[config.mk]
export PLATFORM = sky130hd
export DESIGN_NAME = inep_irq_regs
export DESIGN_NICKNAME = d
export VERILOG_FILES = /design/src/rtl/inep_irq_pkg.sv /design/src/rtl/inep_sticky_bank.sv /design/src/rtl/inep_nak_effect.sv /design/src/rtl/inep_irq_merge.sv /design/src/rtl/inep_irq_regs.sv
export SDC_FILE = /design/constraint.sdc
export NUM_CORES = 1
export LEC_CHECK = 0
export ABC_AREA = 1
export BUFFER_PORTS_ARGS = -buffer_cell sky130_fd_sc_hd__buf_2
export CELL_PAD_IN_SITES_DETAIL_PLACEMENT = 2
export CELL_PAD_IN_SITES_GLOBAL_PLACEMENT = 2
export CORE_ASPECT_RATIO = 1.75
export CORE_MARGIN = 1.5
export CORE_UTILIZATION = 22
export CTS_CLUSTER_DIAMETER = 200
export DETAILED_ROUTE_END_ITERATION = 10
export PLACE_DENSITY = 0.85
export SYNTH_ARGS = -nofsm -noshare
export SYNTH_HDL_FRONTEND = slang
export SYNTH_HIERARCHICAL = 1
export SYNTH_SLANG_ARGS = --single-unit
export TNS_END_PERCENT = 20
[constraint.sdc]
create_clock -name clk -period 2.2 [get_ports clk]
set_input_delay 0.44 -clock clk [delete_from_list [all_inputs] [get_ports clk]]
set_output_delay 0.44 -clock clk [all_outputs]
set_load 0.03 [all_outputs]
[src/rtl/inep_irq_pkg.sv]
package inep_irq_pkg;

  localparam int unsigned REG_W = 32;

  // status bit positions (software-visible, fixed)
  localparam int unsigned B_XFER      = 0;
  localparam int unsigned B_EPDIS     = 1;
  localparam int unsigned B_BUSERR    = 2;
  localparam int unsigned B_TIMEOUT   = 3;
  localparam int unsigned B_TOK_EMPTY = 4;
  localparam int unsigned B_TOK_MISM  = 5;
  localparam int unsigned B_NAK_EFF   = 6;
  localparam int unsigned B_TXF_EMPTY = 7;
  localparam int unsigned B_UNDERRUN  = 8;
  localparam int unsigned B_PKT_DROP  = 11;
  localparam int unsigned B_NAK       = 13;

  // single-cycle event pulses from the endpoint engine
  typedef struct packed {
    logic nak;
    logic pkt_drop;
    logic underrun;
    logic tok_mism;
    logic tok_empty;
    logic timeout;
    logic bus_err;
    logic ep_dis;
    logic xfer_done;
  } inep_evt_t;

  function automatic logic [REG_W-1:0] bit_at(input int unsigned pos);
    logic [REG_W-1:0] v;
    v = '0;
    v[pos] = 1'b1;
    return v;
  endfunction

  // positions held in flops and cleared by writing 1
  function automatic logic [REG_W-1:0] sticky_positions();
    return bit_at(B_NAK) | bit_at(B_PKT_DROP) | bit_at(B_UNDERRUN) |
           bit_at(B_TOK_MISM) | bit_at(B_TOK_EMPTY) | bit_at(B_TIMEOUT) |
           bit_at(B_BUSERR) | bit_at(B_EPDIS) | bit_at(B_XFER);
  endfunction

  // positions derived live from core state
  function automatic logic [REG_W-1:0] live_positions();
    return bit_at(B_TXF_EMPTY) | bit_at(B_NAK_EFF);
  endfunction

  // positions that own a mask bit and may interrupt
  function automatic logic [REG_W-1:0] maskable_positions();
    return (sticky_positions() | live_positions()) & ~bit_at(B_PKT_DROP);
  endfunction

  // map event pulses onto status positions; underrun gated by thresholding
  function automatic logic [REG_W-1:0] evt_to_vec(input inep_evt_t e,
                                                  input logic thr_en);
    logic [REG_W-1:0] v;
    v = '0;
    v[B_NAK]       = e.nak;
    v[B_PKT_DROP]  = e.pkt_drop;
    v[B_UNDERRUN]  = e.underrun & thr_en;
    v[B_TOK_MISM]  = e.tok_mism;
    v[B_TOK_EMPTY] = e.tok_empty;
    v[B_TIMEOUT]   = e.timeout;
    v[B_BUSERR]    = e.bus_err;
    v[B_EPDIS]     = e.ep_dis;
    v[B_XFER]      = e.xfer_done;
    return v;
  endfunction

  // FIFO drained to the selected level: fully empty, or at most half full
  function automatic logic txf_drained(input int unsigned lvl,
                                       input int unsigned depth,
                                       input logic full_only);
    if (full_only) return (lvl == 0);
    return ((lvl * 2) <= depth);
  endfunction

endpackage

[src/rtl/inep_sticky_bank.sv]
module inep_sticky_bank #(
  parameter int unsigned    W    = 32,
  parameter logic [W-1:0]   KEEP = '0
) (
  input  logic         clk,
  input  logic         rst_n,
  input  logic [W-1:0] set_vec,
  input  logic [W-1:0] clr_vec,
  output logic [W-1:0] q
);

  logic [W-1:0] spare_unused;
  assign spare_unused = (set_vec | clr_vec) & ~KEEP;

  for (genvar i = 0; i < W; i++) begin : g_bit
    if (KEEP[i]) begin : g_flop
      always_ff @(posedge clk or negedge rst_n) begin
        if (!rst_n)          q[i] <= 1'b0;
        else if (set_vec[i]) q[i] <= 1'b1;   // set has priority over clear
        else if (clr_vec[i]) q[i] <= 1'b0;
      end
    end else begin : g_zero
      assign q[i] = 1'b0;
    end
  end

endmodule

[src/rtl/inep_nak_effect.sv]
module inep_nak_effect (
  input  logic clk,
  input  logic rst_n,
  input  logic nak_sampled,
  input  logic cnak_write,
  output logic nak_eff
);

  always_ff @(posedge clk or negedge rst_n) begin
    if (!rst_n)           nak_eff <= 1'b0;
    else if (nak_sampled) nak_eff <= 1'b1;
    else if (cnak_write)  nak_eff <= 1'b0;
  end

endmodule

[src/rtl/inep_irq_merge.sv]
module inep_irq_merge #(
  parameter int unsigned  W    = 32,
  parameter logic [W-1:0] ELIG = '0
) (
  input  logic         clk,
  input  logic         rst_n,
  input  logic [W-1:0] status,
  input  logic [W-1:0] mask,
  output logic         irq
);

  logic [W-1:0] pending;
  assign pending = status & mask & ELIG;

  always_ff @(posedge clk or negedge rst_n) begin
    if (!rst_n) irq <= 1'b0;
    else        irq <= |pending;
  end

endmodule

[src/rtl/inep_irq_regs.sv]
module inep_irq_regs
  import inep_irq_pkg::*;
#(
  parameter int unsigned FIFO_DEPTH = 16,
  parameter int unsigned LVL_W      = $clog2(FIFO_DEPTH + 1)
) (
  input  logic             clk,
  input  logic             rst_n,
  input  logic             reg_wr,
  input  logic             reg_sel,
  input  logic [31:0]      reg_wdata,
  output logic [31:0]      reg_rdata,
  input  logic             ev_nak,
  input  logic             ev_pkt_drop,
  input  logic             ev_underrun,
  input  logic             ev_tok_mismatch,
  input  logic             ev_tok_empty,
  input  logic             ev_timeout,
  input  logic             ev_bus_err,
  input  logic             ev_ep_disabled,
  input  logic             ev_xfer_done,
  input  logic [LVL_W-1:0] fifo_level,
  input  logic             thresh_en,
  input  logic             empty_lvl_sel,
  input  logic             nak_sampled,
  input  logic             cnak_write,
  output logic             ep_irq
);

  localparam logic [REG_W-1:0] STICKY   = sticky_positions();
  localparam logic [REG_W-1:0] MASKABLE = maskable_positions();

  // named internal events
  inep_evt_t        evt;
  logic             underrun_gated;
  logic [REG_W-1:0] sticky_set;
  logic [REG_W-1:0] w1c_status;
  logic             wr_status;
  logic             wr_mask;
  logic [REG_W-1:0] sticky_q;
  logic [REG_W-1:0] mask_q;
  logic             txf_empty_lvl;
  logic             nak_eff;
  logic [REG_W-1:0] status_vec;

  assign evt.nak       = ev_nak;
  assign evt.pkt_drop  = ev_pkt_drop;
  assign evt.underrun  = ev_underrun;
  assign evt.tok_mism  = ev_tok_mismatch;
  assign evt.tok_empty = ev_tok_empty;
  assign evt.timeout   = ev_timeout;
  assign evt.bus_err   = ev_bus_err;
  assign evt.ep_dis    = ev_ep_disabled;
  assign evt.xfer_done = ev_xfer_done;

  assign underrun_gated = ev_underrun & thresh_en;
  assign sticky_set     = evt_to_vec(evt, thresh_en);

  assign wr_status  = reg_wr & ~reg_sel;
  assign wr_mask    = reg_wr &  reg_sel;
  assign w1c_status = wr_status ? (reg_wdata & STICKY) : '0;

  inep_sticky_bank #(
    .W    (REG_W),
    .KEEP (STICKY)
  ) u_sticky (
    .clk     (clk),
    .rst_n   (rst_n),
    .set_vec (sticky_set),
    .clr_vec (w1c_status),
    .q       (sticky_q)
  );

  always_ff @(posedge clk or negedge rst_n) begin
    if (!rst_n)       mask_q <= '0;
    else if (wr_mask) mask_q <= reg_wdata & MASKABLE;
  end

  assign txf_empty_lvl = txf_drained(int'(fifo_level), FIFO_DEPTH, empty_lvl_sel);

  inep_nak_effect u_nak (
    .clk         (clk),
    .rst_n       (rst_n),
    .nak_sampled (nak_sampled),
    .cnak_write  (cnak_write),
    .nak_eff     (nak_eff)
  );

  always_comb begin
    status_vec              = sticky_q;
    status_vec[B_TXF_EMPTY] = txf_empty_lvl;
    status_vec[B_NAK_EFF]   = nak_eff;
  end

  inep_irq_merge #(
    .W    (REG_W),
    .ELIG (MASKABLE)
  ) u_merge (
    .clk    (clk),
    .rst_n  (rst_n),
    .status (status_vec),
    .mask   (mask_q),
    .irq    (ep_irq)
  );

  assign reg_rdata = reg_sel ? mask_q : status_vec;

endmodule

==> run summary, run 1 <==
run status: finished clean
hold buffer count at cts: 0
Die W: 65.2 um
Power Dens Cells: 644 nW/um^2
final worst path period need: 1660 ps
CTS Buffer Depth: 2
gp weighted congestion: 0.718
Yosys Warn Count: 6
final hold violation count: 0
CP delay by family, top: simple AND/OR/NAND/NOR gates
CP max stage cell: or2_2
DR vias/cell: 3.93
Clk Latency, worst-skew pair: 260 ps
Die Height: 112 um
core area: 6540 um^2
fmax: 602 MHz
critical path endpoint category: primary output
Gate Count Post-Synth: 234
worst reg2reg endpoint: u_merge/irq
CP Launch Type: input pin
Non-Filler Instances: 359
detailed placement HPWL: 3070 um
ordered cell list for the critical path: buf_2, or2_2, nand2_1, nand3_1, nand2_1, buf_2
antenna violations before repair: 0
routed wire length: 3680 um
GRT overflow: 0
FF-to-FF setup slack: 1340 ps
Layout area overhead: 19.5%
reg2reg start: u_sticky/q[8]
Die ar.: 7280 um^2
DRT antenna net count: 0
routed length per instance: 10.3 um
Max Clock Skew: 0.769 ps
RSZ-0062 raised after global routing: no
# rows: 39
Final setup viols: 0
H-tree depth: 1
DRC: 0
Resized cells post-CTS: 0
Pre-Repair DR Iteration Count: 2
placed cell count: 355
Vias: 1410
Setup CP Type: in -> out
Avg Cell Area, Syn: 6.36 um^2
clk slew on worst S/H paths: 60 ps
Max Slew Vio Count: 0
delay of the slowest critical-path stage: 280 ps
R2R cell count: 4
CTS tree: yes
Lkg Pwr: 1.03 nW
IO Count: 87
global-route usage over all layers: 10.8%
period utilisation layout: 75.5%
NumNets Final: 332
Initial Utilization: 22.8%
worst min path class: in -> async
Sink Count: 21
# Max-Cap Violations: 0
critical-path maximum fanout: 2
Starting DRT DRC Count: 6
Post-Syn Area: 1490 um^2
Peak supply drop: 0.000425 V
root buf cell: clkbuf_16
WP data arrival: 1220 ps
final setup TNS: 0 ps
Slew HR: 61.5%
number of post-CTS setup repair buffers: 0
Diodes inserted: 0
CTS Buf Count: 3
IO buf count: 44
worst-margin pin slew: 575 ps
Worst Path Required: 1760 ps
vias in the first global route: 1453
layout cells sized above 1: 22.4%
global-route wire length before repair: 6240 um
critical path buffer and inverter count: 2
largest net degree at the start of global routing: 23
==> cell type report <==
type,count,area [um^2]
sequential,21,526
tap,82,103
fill,850,4760
clock buffer,3,75.1
multi-input combinational,151,628
clock inverter,1,5.00
inverter,55,206
timing repair buffer,46,235
==> report_power, final <==
part	internal [W]	switching [W]	total, W
Sequential	0.000422	0.0000271	0.000449
Combinational	0.0000912	0.000212	0.000303
Clock	0.000245	0.000148	0.000393
Total	0.000757	0.000387	0.00114
==> routing by layer <==
metal / global-route usage, % / share of wire, % / up-vias
met2: 21.4 / 56 / 43
li1: - / - / 699
met3: 1.41 / 5.2 / 5
met1: 10.6 / 37 / 663
met4: 4.58 / 2.0 / 0
met5: 0 / 0 / -
==> worst reg2reg max path: cells and delay by family (launching register included) <==
kind / cells / cell delay (ps)
flops: 1 / 400
simple gates: 4 / 350
==> state kept, by name, summed over array words and instances, names as in the netlist <==
signal         cells
mask_q            10
u_sticky/q         9
u_merge/irq        1
u_nak/nak_eff      1
==> layout by cell type (no fill, tap or decap), drive strengths merged <==
| master | count |
|---|---|
| dfrtp | 21 |
| a21oi | 1 |
| clkbuf | 3 |
| or2 | 1 |
| clkinv | 1 |
| nand3 | 4 |
| and2 | 1 |
| inv | 55 |
| buf | 46 |
| conb | 21 |
| nor2 | 34 |
| o21ai | 8 |
| nand2 | 81 |
==> worst max path at each step <==
stage / from / endpoint / cells after the start / slack [ps]
3_5_place_dp: fifo_level[3] / reg_rdata[7] / 6 / 530
3_3_place_gp: fifo_level[3] / reg_rdata[7] / 6 / 550
4_1_cts: fifo_level[3] / reg_rdata[7] / 6 / 530
2_1_floorplan: reg_sel / reg_rdata[11] / 3 / 610
6_report: fifo_level[3] / reg_rdata[7] / 6 / 540
5_1_grt: fifo_level[3] / reg_rdata[7] / 6 / 480
==> stage by stage <==
stage	setup slack [ps]	util (%)	hold slack [ps]	total power, W	cell area (um^2)
after floorplan	615	-	144	0.000699	1560
after global placement	546	26.0	440	0.000755	1700
after detailed placement	526	26.0	441	0.000764	1700
after CTS	529	27.2	164	0.00117	1780
after global routing	480	27.2	194	0.00121	1780
final	539	27.2	146	0.00114	1780
Note: power is estimated with default switching activity, not from simulation.
==> inputs of run 2 (changes only) <==
--- a/config.mk
+++ b/config.mk
@@ -5,16 +5,16 @@
 export SDC_FILE = /design/constraint.sdc
 export NUM_CORES = 1
 export LEC_CHECK = 0
-export ABC_AREA = 1
+export ABC_AREA = 0
 export BUFFER_PORTS_ARGS = -buffer_cell sky130_fd_sc_hd__buf_2
 export CELL_PAD_IN_SITES_DETAIL_PLACEMENT = 2
 export CELL_PAD_IN_SITES_GLOBAL_PLACEMENT = 2
 export CORE_ASPECT_RATIO = 1.75
 export CORE_MARGIN = 1.5
-export CORE_UTILIZATION = 22
+export CORE_UTILIZATION = 21
 export CTS_CLUSTER_DIAMETER = 200
 export DETAILED_ROUTE_END_ITERATION = 10
-export PLACE_DENSITY = 0.85
+export PLACE_DENSITY = 0.77
 export SYNTH_ARGS = -nofsm -noshare
 export SYNTH_HDL_FRONTEND = slang
 export SYNTH_HIERARCHICAL = 1
==> constraint.sdc (replaced) <==
create_clock -name clk -period 1.36 [get_ports clk]
set_input_delay 0.272 -clock clk [delete_from_list [all_inputs] [get_ports clk]]
set_output_delay 0.272 -clock clk [all_outputs]
set_load 0.03 [all_outputs]
==> run 2 against run 1 <==
  * The run now ends with negative setup slack left
  * Sequential cell count unchanged
  * Combinational power up 99%
  * Cell count down 26%
  * Sequential power up 64%
  * Clock skew up 4.8 ps
  * Hold slack better by 47 ps
  * Count of clock-buffer cells in the layout up 1
  * Critical path depth down 1
  * Non-clock buffer count up 9
  * Total power up 52%
  * Area after synthesis down 8.1%
  * Critical path type unchanged
  * Critical endpoint unchanged
==> run summary, run 2 <==
Vias: 1050
met1 Resource Use GR: 10.0%
Post-Syn Area: 1370 um^2
DRT antenna net count: 0
reg2reg start: mask_q[7]
Worst Hold End: u_sticky/q[0]
detailed placement HPWL: 2690 um
top flop regs: mask_q x10, u_sticky/q x9
Layout area overhead: 34.4%
hold_sp: ev_xfer_done
Non-Filler Instances: 266
Initial Utilization: 22.0%
# rows: 38
Die ar.: 7020 um^2
final hold violation count: 0
placed cell count: 255
CTS tree: yes
run status: complete, but fails checks
Worst Slack Setup Final: -77.5 ps
IO Count: 87
H-tree depth: 1
max reg flops: 10
# Max-Cap Violations: 0
period utilisation layout: 106%
Peak supply drop: 0.000433 V
FF-to-FF setup slack: 270 ps
Max Slew Vio Count: 0
largest net degree at the start of global routing: 22
fmax: 696 MHz
routed length per instance: 13.1 um
Reg with most FFs: mask_q
routed wire length: 3490 um
Pre-Repair DR Iteration Count: 4
layout cells sized above 1: 43.5%
worst reg2reg endpoint: u_merge/irq
GRT overflow: 0
Power Dens Cells: 949 nW/um^2
Gate Count Post-Synth: 132
most crowded layer after global routing: met2
DR vias/cell: 3.95
DRC: 0
Clk Latency, worst-skew pair: 260 ps
CP Launch Type: input pin
worst-margin pin slew: 598 ps
most frequent cells in the layout: 33 x buf_2, 21 x dfrtp_1, 21 x conb_1
IO buf count: 44
Sink Count: 21
NumNets Final: 241
R2R cell count: 3
core area: 6230 um^2
Starting DRT DRC Count: 11
RSZ-0062 raised after global routing: yes
Worst Path Required: 1090 ps
Avg Cell Area, Syn: 10.4 um^2
root buf cell: clkbuf_8
global-route usage over all layers: 10.0%
Post-Place Worst Slack: -154 ps
Min-Delay Path Depth: 2
gp weighted congestion: 0.683
Diodes inserted: 0
grt met3 use: 0.921%
CTS Buffer Depth: 2
Yosys Warn Count: 6
critical path endpoint category: primary output
failing checks: negative setup slack
antenna violations before repair: 0
final setup TNS: -77.5 ps
most common cell after layout, fill and taps aside: buf_2
Slew HR: 60.0%
CTS Buf Count: 3
Lkg Pwr: 0.851 nW
global-route wire length before repair: 5440 um
Die Height: 110 um
clk slew on worst S/H paths: 80 ps
final worst path period need: 1440 ps
vias in the first global route: 1100
worst min path class: in -> reg
critical-path maximum fanout: 2
Max Clock Skew: 5.57 ps
final core occ: 29.5%
WP data arrival: 1170 ps
routing usage on met2: 20.5%
Die W: 64 um
Setup CP Type: in -> out
Final setup viols: 1
-- run 2: timing repair --
| item | CTS | global route |
|---|---|---|
| endpoints found under the setup margin | 10 | 10 |
| hold buffers | 1 | 0 |
| setup buffers | 3 | 3 |
| resized for setup | 26 | 3 |
| endpoints found under the hold margin | 21 | 0 |
| pin swaps | 2 | 0 |
-- run 2: layer usage --
layer | wire (um) | share of wire [%]
met1 | 1210 | 35
met2 | 2080 | 60
met3 | 163 | 4.7
met4 | 41 | 1.2
met5 | 0 | 0
-- run 2: area by class of cell --
class                   count  area [um^2]
clock buffers               4         45.0
repair buffers             55          403
well taps                  80          100
fillers                   710         4390
multi-input cells          96          727
flip-flops and latches     21          526
inverters                  10         37.5
-- run 2: critical path, cell delays in order --
cell and delay (ps):
buf_8 100, a2111oi_4 360, nor2_2 90, o31ai_4 180, buf_6 160
-- run 2: how the worst max path moves through the flow --
stage,start,to,slack (ps)
after global placement,empty_lvl_sel,reg_rdata[7],-120
after global routing,fifo_level[3],reg_rdata[7],-120
after floorplan,reg_sel,reg_rdata[7],30
after detailed placement,empty_lvl_sel,reg_rdata[7],-150
final,fifo_level[3],reg_rdata[7],-80
after CTS,fifo_level[3],reg_rdata[7],-70
-- run 2: through the flow --
stage               instance area, um^2  power (W)  hold WS, ps
floorplan                          1450    0.00113        -23.6
global placement                   1640    0.00124          271
detailed placement                 1640    0.00125          272
CTS                                1800    0.00176          183
global route                       1840    0.00185          179
finish                             1840    0.00174          193
-- run 2: power by group --
part / internal, W / leakage, nW / switching, W
logic: 0.000286 / 0.605 / 0.000316
clock network: 0.000208 / 0.0228 / 0.000196
registers: 0.000687 / 0.223 / 0.0000497
total: 0.00118 / 0.851 / 0.000563
